$ cat config.mk
export PLATFORM = sky130hd
export DESIGN_NAME = mattr_bank
export DESIGN_NICKNAME = d
export VERILOG_FILES = /design/src/rtl/mattr_pkg.sv /design/src/rtl/mattr_store.sv /design/src/rtl/mattr_lookup.sv /design/src/rtl/mattr_rd_fsm.sv /design/src/rtl/mattr_bank.sv
export SDC_FILE = /design/constraint.sdc
export NUM_CORES = 1
export LEC_CHECK = 0
export BUFFER_PORTS_ARGS = -buffer_cell sky130_fd_sc_hd__buf_2
export CAP_MARGIN = 20
export CORE_ASPECT_RATIO = 0.7
export CORE_MARGIN = 3
export CORE_UTILIZATION = 55
export CTS_CLUSTER_SIZE = 8
export DETAILED_ROUTE_END_ITERATION = 8
export GPL_ROUTABILITY_DRIVEN = 0
export PLACE_DENSITY = 0.79
export SYNTH_ARGS = -nofsm -noshare
export SYNTH_HDL_FRONTEND = slang
export SYNTH_SLANG_ARGS = --single-unit
$ cat constraint.sdc
create_clock -name clk -period 3.1 [get_ports clk]
set_input_delay 0.31 -clock clk [delete_from_list [all_inputs] [get_ports clk]]
set_output_delay 0.31 -clock clk [all_outputs]
set_load 0.005 [all_outputs]
$ cat src/rtl/mattr_pkg.sv
package mattr_pkg;
    localparam int SEG_COUNT  = 256;
    localparam int ADDR_W     = 32;
    localparam int WORD_W     = 32;
    localparam int PROT_COUNT = 16;
    localparam int CACHE_POS  = 0;
    localparam int PREF_POS   = 3;
    localparam int IDX_W      = $clog2(SEG_COUNT);

    typedef enum logic {
        RD_IDLE,
        RD_RESP
    } rd_state_e;
endpackage

$ cat src/rtl/mattr_store.sv
module mattr_store #(
    parameter int SEGS  = 256,
    parameter int PROT  = 16,
    parameter int IDX_W = $clog2(SEGS)
) (
    input  logic             clk,
    input  logic             rst_n,
    input  logic             wr_en,
    input  logic [IDX_W-1:0] wr_idx,
    input  logic             wr_cach,
    input  logic             wr_pref,
    output logic [SEGS-1:0]  cach_vec,
    output logic [SEGS-1:0]  pref_vec
);
    for (genvar g = 0; g < SEGS; g++) begin : g_seg
        if (g < PROT) begin : g_fixed
            assign cach_vec[g] = 1'b0;
            assign pref_vec[g] = 1'b0;
        end else begin : g_rw
            logic c_q, p_q;
            always_ff @(posedge clk) begin
                if (!rst_n) begin
                    c_q <= 1'b0;
                    p_q <= 1'b0;
                end else if (wr_en && wr_idx == IDX_W'(g)) begin
                    c_q <= wr_cach;
                    p_q <= wr_pref;
                end
            end
            assign cach_vec[g] = c_q;
            assign pref_vec[g] = p_q;
        end
    end
endmodule

$ cat src/rtl/mattr_lookup.sv
module mattr_lookup #(
    parameter int SEGS   = 256,
    parameter int ADDR_W = 32,
    parameter int IDX_W  = $clog2(SEGS)
) (
    input  logic [ADDR_W-1:0] addr,
    input  logic [SEGS-1:0]   cach_vec,
    input  logic [SEGS-1:0]   pref_vec,
    output logic              cacheable,
    output logic              prefetchable
);
    logic [IDX_W-1:0] seg;
    logic             unused_low_addr;

    assign seg             = addr[ADDR_W-1 -: IDX_W];
    assign unused_low_addr = ^addr[ADDR_W-IDX_W-1:0];
    assign cacheable       = cach_vec[seg];
    assign prefetchable    = pref_vec[seg];
endmodule

$ cat src/rtl/mattr_rd_fsm.sv
module mattr_rd_fsm
    import mattr_pkg::*;
#(
    parameter int SEGS   = 256,
    parameter int WORD_W = 32,
    parameter int CPOS   = 0,
    parameter int PPOS   = 3,
    parameter int IDX_W  = $clog2(SEGS)
) (
    input  logic              clk,
    input  logic              rst_n,
    input  logic              rd_en,
    input  logic [IDX_W-1:0]  rd_idx,
    input  logic [SEGS-1:0]   cach_vec,
    input  logic [SEGS-1:0]   pref_vec,
    output logic              rd_valid,
    output logic [WORD_W-1:0] rd_data
);
    rd_state_e         state_q, state_d;
    logic [WORD_W-1:0] entry_w, data_q;

    always_comb begin
        entry_w       = '0;
        entry_w[CPOS] = cach_vec[rd_idx];
        entry_w[PPOS] = pref_vec[rd_idx];
    end

    always_comb begin
        unique case (state_q)
            RD_IDLE: state_d = rd_en ? RD_RESP : RD_IDLE;
            RD_RESP: state_d = rd_en ? RD_RESP : RD_IDLE;
            default: state_d = RD_IDLE;
        endcase
    end

    always_ff @(posedge clk) begin
        if (!rst_n) begin
            state_q <= RD_IDLE;
            data_q  <= '0;
        end else begin
            state_q <= state_d;
            if (rd_en) data_q <= entry_w;
        end
    end

    always_comb begin
        unique case (state_q)
            RD_RESP: begin
                rd_valid = 1'b1;
                rd_data  = data_q;
            end
            default: begin
                rd_valid = 1'b0;
                rd_data  = '0;
            end
        endcase
    end
endmodule

$ cat src/rtl/mattr_bank.sv
module mattr_bank
    import mattr_pkg::*;
#(
    parameter int SEGS   = SEG_COUNT,
    parameter int PROT   = PROT_COUNT,
    parameter int AW     = ADDR_W,
    parameter int DW     = WORD_W,
    parameter int CPOS   = CACHE_POS,
    parameter int PPOS   = PREF_POS,
    localparam int IW    = $clog2(SEGS)
) (
    input  logic          clk,
    input  logic          rst_n,
    input  logic          wr_en,
    input  logic [IW-1:0] wr_idx,
    input  logic [DW-1:0] wr_data,
    input  logic          rd_en,
    input  logic [IW-1:0] rd_idx,
    output logic          rd_valid,
    output logic [DW-1:0] rd_data,
    input  logic [AW-1:0] lk_addr,
    output logic          lk_cacheable,
    output logic          lk_prefetchable
);
    logic [SEGS-1:0] cach_vec, pref_vec;
    logic            unused_wr_bits;

    assign unused_wr_bits = ^wr_data;

    mattr_store #(.SEGS(SEGS), .PROT(PROT), .IDX_W(IW)) u_store (
        .clk      (clk),
        .rst_n    (rst_n),
        .wr_en    (wr_en),
        .wr_idx   (wr_idx),
        .wr_cach  (wr_data[CPOS]),
        .wr_pref  (wr_data[PPOS]),
        .cach_vec (cach_vec),
        .pref_vec (pref_vec)
    );

    mattr_lookup #(.SEGS(SEGS), .ADDR_W(AW), .IDX_W(IW)) u_lookup (
        .addr         (lk_addr),
        .cach_vec     (cach_vec),
        .pref_vec     (pref_vec),
        .cacheable    (lk_cacheable),
        .prefetchable (lk_prefetchable)
    );

    mattr_rd_fsm #(.SEGS(SEGS), .WORD_W(DW), .CPOS(CPOS), .PPOS(PPOS), .IDX_W(IW)) u_rd (
        .clk      (clk),
        .rst_n    (rst_n),
        .rd_en    (rd_en),
        .rd_idx   (rd_idx),
        .cach_vec (cach_vec),
        .pref_vec (pref_vec),
        .rd_valid (rd_valid),
        .rd_data  (rd_data)
    );
endmodule

## Word level (Yosys, flattened, before mapping)

Index checks and enable logic that the tools add are counted.

- Bits in registers: 483
- Bits in latches: 0
- Memory bits (writable): 0
- Bits in read-only memories: 0
- Input port bits: 84
- Output and inout port bits: 35
- Memories: 0

- Add/subtract/negate cells: 0
- Multiply operators: 0
- Div/mod/pow operators: 0
- $lt $le $gt $ge: 2
- Eq/ne operators: 240
- Shifts and indexed selects: 0
- Mux-type cells: 11
- Bitwise gates (word level): 0
- Reductions and logical operators: 240

Operators with widths:

| operator | count |
|---|---|
| 8-bit equality test, second input constant | 128 |
| 8-bit by 7-bit equality test with 1-bit output, second input constant | 64 |
| 8-bit by 6-bit equality test with 1-bit output, second input constant | 32 |
| 1-bit logical AND | 240 |
| 8-bit by 5-bit equality test with 1-bit output, second input constant | 16 |
| 1-bit binary-select mux with 8-bit select | 4 |
| 8-bit by 9-bit < comparator with 1-bit output, second input constant | 2 |
| 1-bit two-way mux | 6 |
| 4-bit two-way mux | 1 |

## Longest topological paths before layout

Gate-level depths: netlist (run 1).

- Depth in word-level cells: 2
- Mapped depth: 12
- Depth with buffers taken out: 7

## Modules after synthesis

From an unflattened synthesis (run 1), not the netlist that was laid out.

- Cell total of the unflattened synthesis: 3276
- Area total of the unflattened synthesis: 32686.3 um^2

By module, submodules not included:

| module | instances | cells an instance | area an instance (um^2) | seq. area each (um^2) |
|---|---|---|---|---|
| mattr_store | 1 | 2422 | 23313.6 | 9609.2 |
| mattr_rd_fsm | 1 | 428 | 4742.0 | 60.1 |
| mattr_lookup | 1 | 426 | 4630.7 | 0.0 |

## Worst setup path before layout (run 1)

Ideal clock, no wire load.

- Path kind: input port to output port
- Start point: input port lk_addr[24]
- End point: output port lk_prefetchable
- Arrival: 2.368 ns
- Slack: 0.422 ns
- Stages: 8
- Buffers on the path: 3
- Cell sequence: buf_6 -> buf_4 -> buf_2 -> mux4_2 -> mux4_2 -> a22oi_1 -> nand3_1 -> a21o_1

- Word-level cells in the longest chain between the ends: 2

Ends and longest elaborated chain:

| element | line | text |
|---|---|---|
| from (decl) | mattr_bank.sv:21 | `input logic [AW-1:0] lk_addr,` |
| 1-bit binary-select mux with 8-bit select | mattr_lookup.sv:18 | `assign prefetchable = pref_vec[seg];` |
| 1-bit two-way mux (not written as such) | mattr_lookup.sv:18 |  |
| to (decl) | mattr_bank.sv:23 | `output logic lk_prefetchable` |

Every way passes these cells. The select of a mux whose other input is x is not followed.

## Final worst setup path (run 1)

- Start point: register u_store.g_seg[63].g_rw.c_q
- End point: output port lk_cacheable

- Word-level cells in the longest chain between the ends: 2

Ends and longest elaborated chain:

| element | line | text |
|---|---|---|
| from (decl) | mattr_store.sv:20 | `logic c_q, p_q;` |
| from (signal assigned) | mattr_store.sv:26 | `c_q <= wr_cach;` |
| 1-bit binary-select mux with 8-bit select | mattr_lookup.sv:17 | `assign cacheable = cach_vec[seg];` |
| 1-bit two-way mux (not written as such) | mattr_lookup.sv:17 |  |
| to (decl) | mattr_bank.sv:22 | `output logic lk_cacheable,` |

Every way passes these cells. The select of a mux whose other input is x is not followed.

==> results.cfg, run 1 <==
[routing]
vias = 24200
wl_per_cell_um = 24.4
vias_per_cell = 6.78
postRouteWirelength_um = 87000
ant_nets = 0
drc_errors = 0
drt_first_pass_iters = 8
drtIter0Drc = 3918

[worst_setup_path]
cp_num_buf_inv = 2
cp_top_family = multiplexers
path_class = reg -> out
cp-end-kind = output port
cp_data_arrival_time_ps = 2980
worst_path_most_repeated_cell = mux4_2
crit_path_max_incr_delay_ps = 550
cp_max_fo = 3
crit_chain = mux4_2 > mux4_2 > o21ai_2 > o22ai_2 > a2111oi_4 > buf_4 > a311oi_4 > buf_2
slowest_stage = mux4_2
startpoint_type = register
crit_required_ps = 2790

[final_layout]
fill_cells = 3806
drive_gt1_share_pct = 20.6
register_area_mm2 = 0.00969
multi_input_area_mm2 = 0.0168
final_net_count = 2972
area_delta_synth_final_pct = 11.6
fin_cells = 3560

[synthesis]
netlist_area_mm2 = 0.0277
ys_types = 46
yosysSeqAreaShare_pct = 34.9
synth_enable_flop_cells = 0
ys_warn_count = 0
syn_area_per_cell_um2 = 9.54
synth-seq-cells = 483
synth_cells = 2907
ys.flop_type = dfxtp_1
async_reset_ff_share_pct = 0

[outcome]
status = complete, but fails checks
violations = setup timing

[placement]
post-place-cells = 3469
portBuffers = 34
dp_slack_ps = -290
dp_hpwl_um = 57400

[flow_run]
cap_violations = 0

[timing]
hold_viol_final = 0
worst_slack_ps = -187
setup_viol = 2
rsz0062_at_grt = yes
drv_slew = 0
fin_skew_ps = 25.3
post-route-period-util_pct = 106
max_freq_mhz = 304
finalCriticalPeriod_ps = 3290
slew_headroom_pct = 43.3
worstMarginPinSlew_ps = 850

[power_and_ir_drop]
combPwrFrac_pct = 8.3
power.switching_mw = 3.41
power_mw = 14.3
p_int_mw = 10.9
clkPwrFrac_pct = 48.0
leakagePower_nw = 10.9
seqPwrFrac_pct = 43.7
sw_frac_of_total_pct = 23.9
vdd_drop_max_mv = 0.394
power-per-cell-area_mw_per_mm2 = 461

[grt]
grt_pass1_wl_um = 134000
antenna_found_initial = 8
overflow = 0
grt_pass1_vias = 23300
grt_use_total_pct = 32.2
grt_max_degree = 132

[cts]
cts_sinks = 483
cts_root_buffer = clkbuf_16
cts.clk_slew.worst_paths_ps = 50
cts_tree = yes
cts_made_buffers = 70
clk_path_buf_depth = 3
ctsHtreeMaxLevel = 3
clock_latency_ps = 590

[floorplanning]
die_h_um = 194
initial_core_util_pct = 55.9
dieArea_mm2 = 0.0532
ios = 119
die_w_um = 274
core_mm2 = 0.0496
rows = 68

[worst_hold_path]
min_path_type = in -> reg
## cells by family (layout without fill, tap and decap cells)
logic type | after synthesis | count (layout) | share of synthesized area, %
compound gates | 441 | 441 | 11.8
simple gates | 1203 | 1203 | 19.7
mux | 445 | 445 | 27.9
buf+inv | 334 | 289 | 5.68
flops | 483 | 483 | 34.9
other cells | 1 | 34 | 0.0135
## cell type report
type	instances	area share, %
clock inverter	1	0.0970
multi-input combinational	2119	54.1
inverter	7	0.0849
sequential	483	31.3
tap	665	2.69
clock buffer	74	5.91
timing repair buffer	207	5.75
antenna	4	0.0323
## per-layer routing
| metal | global-route usage (%) | part of all wire, % |
|---|---|---|
| met4 | 13.0 | 4.2 |
| met5 | 0 | 0.034 |
| met3 | 10.2 | 14 |
| met1 | 44.4 | 38 |
| met2 | 47.1 | 44 |
## power by group through the flow
stage / Sequential [mW] / Clock, mW / Combinational [mW]
6_report: 6.24 / 6.85 / 1.18
5_1_grt: 6.23 / 7.15 / 1.23
4_1_cts: 6.24 / 6.89 / 1.15
3_5_place_dp: 6.36 / 0 / 1.12
3_3_place_gp: 6.36 / 0 / 1.10
2_1_floorplan: 6.36 / 0 / 0.779
## placed cells by master, fill, tap and decap left out, types with 12 or more instances in the layout
cell type,netlist,layout
nand2_1,610,610
mux4_2,249,251
nor3_1,18,13
clkbuf_16,0,73
nand3_1,354,354
mux2i_1,178,176
nand2b_1,18,18
buf_12,0,19
and2_1,22,13
conb_1,1,30
a221oi_1,12,12
dfxtp_1,483,463
buf_2,20,26
buf_4,46,153
dfxtp_2,0,20
nor2b_1,139,139
a21boi_0,350,350
nor2_1,30,21
## stage by stage
stage | hold slack, ps | area, µm² | TNS, ps | utilization, %
after detailed placement | 471 | 28800 | -522 | 58.1
final | 184 | 31000 | -228 | 62.4
after floorplan | 400 | 27800 | 0 | -
after global routing | 179 | 31000 | -332 | 62.4
after global placement | 461 | 28800 | -504 | 58.1
after CTS | 176 | 30900 | -235 | 62.4
## tightest hold or removal path, cell delays in order
cell      delay, ps
buf_6           200
nand3_1         110
a21boi_0         80
## sequential cells by signal, summed over array words and instances, names as in the netlist
signal / flops
u_store.g_seg.g_rw.c_q: 240
u_store.g_seg.g_rw.p_q: 240
u_rd.data_q: 2
u_rd.state_q: 1
## synthesized netlist by cell type (9+ instances only)
cell type | n | area share, %
nor2b_1 | 139 | 3.1
nor2_1 | 30 | 0.41
a21oi_1 | 9 | 0.16
nand2b_1 | 18 | 0.41
buf_2 | 20 | 0.36
a21boi_0 | 350 | 9.5
a221oi_1 | 12 | 0.38
nor3_1 | 18 | 0.32
mux2i_1 | 178 | 6.4
nand2_1 | 610 | 8.3
and2_1 | 22 | 0.50
a31oi_1 | 9 | 0.20
nand3_1 | 354 | 6.4
o21ai_0 | 11 | 0.20
mux4_1 | 10 | 0.95
buf_1 | 19 | 0.26
buf_6 | 12 | 0.49
mux4_2 | 249 | 20
a22o_1 | 9 | 0.28
dfxtp_1 | 483 | 35
o22ai_1 | 9 | 0.20
clkbuf_1 | 227 | 3.1
buf_4 | 46 | 1.2
## final timing paths
check                              start                          end  slack, ps  depth (start not counted)
max           u_store.g_seg[63].g_rw.c_q                 lk_cacheable       -190                          8
min                           wr_data[3]   u_store.g_seg[99].g_rw.p_q        180                          3
max reg2reg  u_store.g_seg[120].g_rw.c_q               u_rd.data_q[0]        500                          9
min reg2reg  u_store.g_seg[108].g_rw.p_q  u_store.g_seg[108].g_rw.p_q        480                          2
## repair_timing
item,in CTS,in global routing
setup buffers,11,0
resized for setup,36,10
hold buffers,1,0
pin swaps,5,5
hold endpoints to repair,3,0
setup endpoints to repair,2,2
Power figures use the tool's default switching activity.
==> run 2, diff against run 1 <==
--- a/config.mk
+++ b/config.mk
@@ -14,6 +14,7 @@
 export DETAILED_ROUTE_END_ITERATION = 8
 export GPL_ROUTABILITY_DRIVEN = 0
 export PLACE_DENSITY = 0.79
+export RECOVER_POWER = 100
 export SYNTH_ARGS = -nofsm -noshare
 export SYNTH_HDL_FRONTEND = slang
 export SYNTH_SLANG_ARGS = --single-unit
==> results.cfg, run 2 (synthesized netlist as in run 1, its figures left out) <==
[timing]
worstMarginPinSlew_ps = 2100
post-route-period-util_pct = 106
drv_slew = 132
finalCriticalPeriod_ps = 3270
max_freq_mhz = 306
setup_viol = 2
fin_skew_ps = 22.0
hold_viol_final = 0
slew_headroom_pct = -40.0
rsz0062_at_grt = yes
worst_slack_ps = -173
finalSetupTns_ps = -201

[final_layout]
final_net_count = 2972
mostFrequentLayoutCells = nand2_1 (610), dfxtp_1 (463), nand3_1 (354), a21boi_0 (350), mux4_2 (251)
fin_cells = 3560
drive_gt1_share_pct = 19.3
fill_cells = 3849
top_regs = u_store.g_seg.g_rw.c_q x240, u_store.g_seg.g_rw.p_q x240, u_rd.data_q x2
final_common_cell = nand2_1
area_delta_synth_final_pct = 11.1

[worst_setup_path]
crit_chain = mux4_2 > mux4_2 > o21ai_2 > o22ai_2 > a2111oi_4 > buf_4 > a311oi_4 > buf_2
crit_path_max_incr_delay_ps = 540
path_class = reg -> out
cp_data_arrival_time_ps = 2960
worst_path_most_repeated_cell = mux4_2
cp_top_family = multiplexers
slowest_stage = mux4_2
cp_num_buf_inv = 2
startpoint_type = register
cp-end-kind = output port
cp_max_fo = 3
crit_required_ps = 2790

[routing]
vias = 24100
ant_nets = 0
wl_per_cell_um = 24.4
drc_errors = 0
drtIter0Drc = 3835
postRouteWirelength_um = 86900
vias_per_cell = 6.76
drt_first_pass_iters = 7

[floorplanning]
ios = 119
core_mm2 = 0.0496
initial_core_util_pct = 55.9
die_w_um = 274
die_h_um = 194
rows = 68
dieArea_mm2 = 0.0532

[cts]
ctsHtreeMaxLevel = 3
cts_sinks = 483
clk_path_buf_depth = 3
cts_made_buffers = 70
cts_root_buffer = clkbuf_16
cts.clk_slew.worst_paths_ps = 50
clock_latency_ps = 590
cts_tree = yes

[power_and_ir_drop]
power-per-cell-area_mw_per_mm2 = 463
vdd_drop_max_mv = 0.393
power_mw = 14.3
leakagePower_nw = 10.7

[worst_hold_path]
min_path_type = in -> reg

[grt]
grt_pass1_vias = 23300
antenna_found_initial = 8
overflow = 0
grt_max_degree = 132
grt_use_total_pct = 32.2
grt_pass1_wl_um = 134000

[placement]
post-place-cells = 3469
portBuffers = 34
dp_hpwl_um = 57400

[outcome]
status = complete, but fails checks
violations = capacitance limit, slew limit, setup timing

[flow_run]
cap_violations = 4
run 2: cell count changes in the layout (fill, tap and decap cells not counted), moves of 3 or more:
cell / previous run / this run
buf_4: 153 / 119
and2_1: 13 / 4
clkbuf_1: 1 / 32
and2_0: 0 / 12
clkbuf_2: 0 / 8
buf_2: 26 / 20
and2_2: 9 / 6
run 2: worst min-delay path, cell delays in order:
cell and delay (ps):
buf_6 200, nand3_1 120, a21boi_0 80
run 2: final timing paths:
check | slack [ps] | depth (start not counted) | to | from
worst max register to register | 520 | 9 | u_rd.data_q[0] | u_store.g_seg[120].g_rw.c_q
worst max-delay path | -170 | 8 | lk_cacheable | u_store.g_seg[63].g_rw.c_q
worst min-delay path | 190 | 3 | u_store.g_seg[99].g_rw.p_q | wr_data[3]
worst min register to register | 480 | 2 | u_store.g_seg[86].g_rw.p_q | u_store.g_seg[86].g_rw.p_q
run 2: power breakdown:
group / switching, mW / total (mW) / internal (mW)
combinational: 0.734 / 1.17 / 0.438
sequential: 0.00862 / 6.24 / 6.23
clock: 2.65 / 6.84 / 4.19
run 2: layout make-up:
type	instances	area, µm²	area share [%]
Antenna cell	4	10.0	0.0325
Clock inverter	1	30.0	0.0975
Sequential cell	483	9690	31.5
Tap cell	665	832	2.70
Clock buffer	74	1830	5.94
Timing Repair Buffer	207	1640	5.34
Inverter	7	26.3	0.0853
Multi-Input combinational cell	2119	16700	54.3
run 2: through the flow:
step	hold slack (ps)	worst slack, ps	cell area [µm²]	util (%)
floorplan	400	422	27800	-
global placement	461	-269	28800	58.1
detailed placement	471	-290	28800	58.1
CTS	176	-228	30900	62.4
global route	179	-249	30800	62.1
finish	187	-173	30800	62.1
run 2: routing by layer:
layer / wire length (µm) / GRT usage [%] / share of wire, %
met5: 30 / 0 / 0.035
met4: 3530 / 13.0 / 4.1
met3: 12500 / 10.2 / 14
met2: 38200 / 47.1 / 44
met1: 32600 / 44.4 / 38
run 2: timing repair:
action,4_1_cts,5_1_grt
resized for setup,36,10
setup endpoints to repair,2,2
endpoints found under the hold margin,3,0
hold buffers,1,0
buffers inserted,11,0
pin swaps,5,5
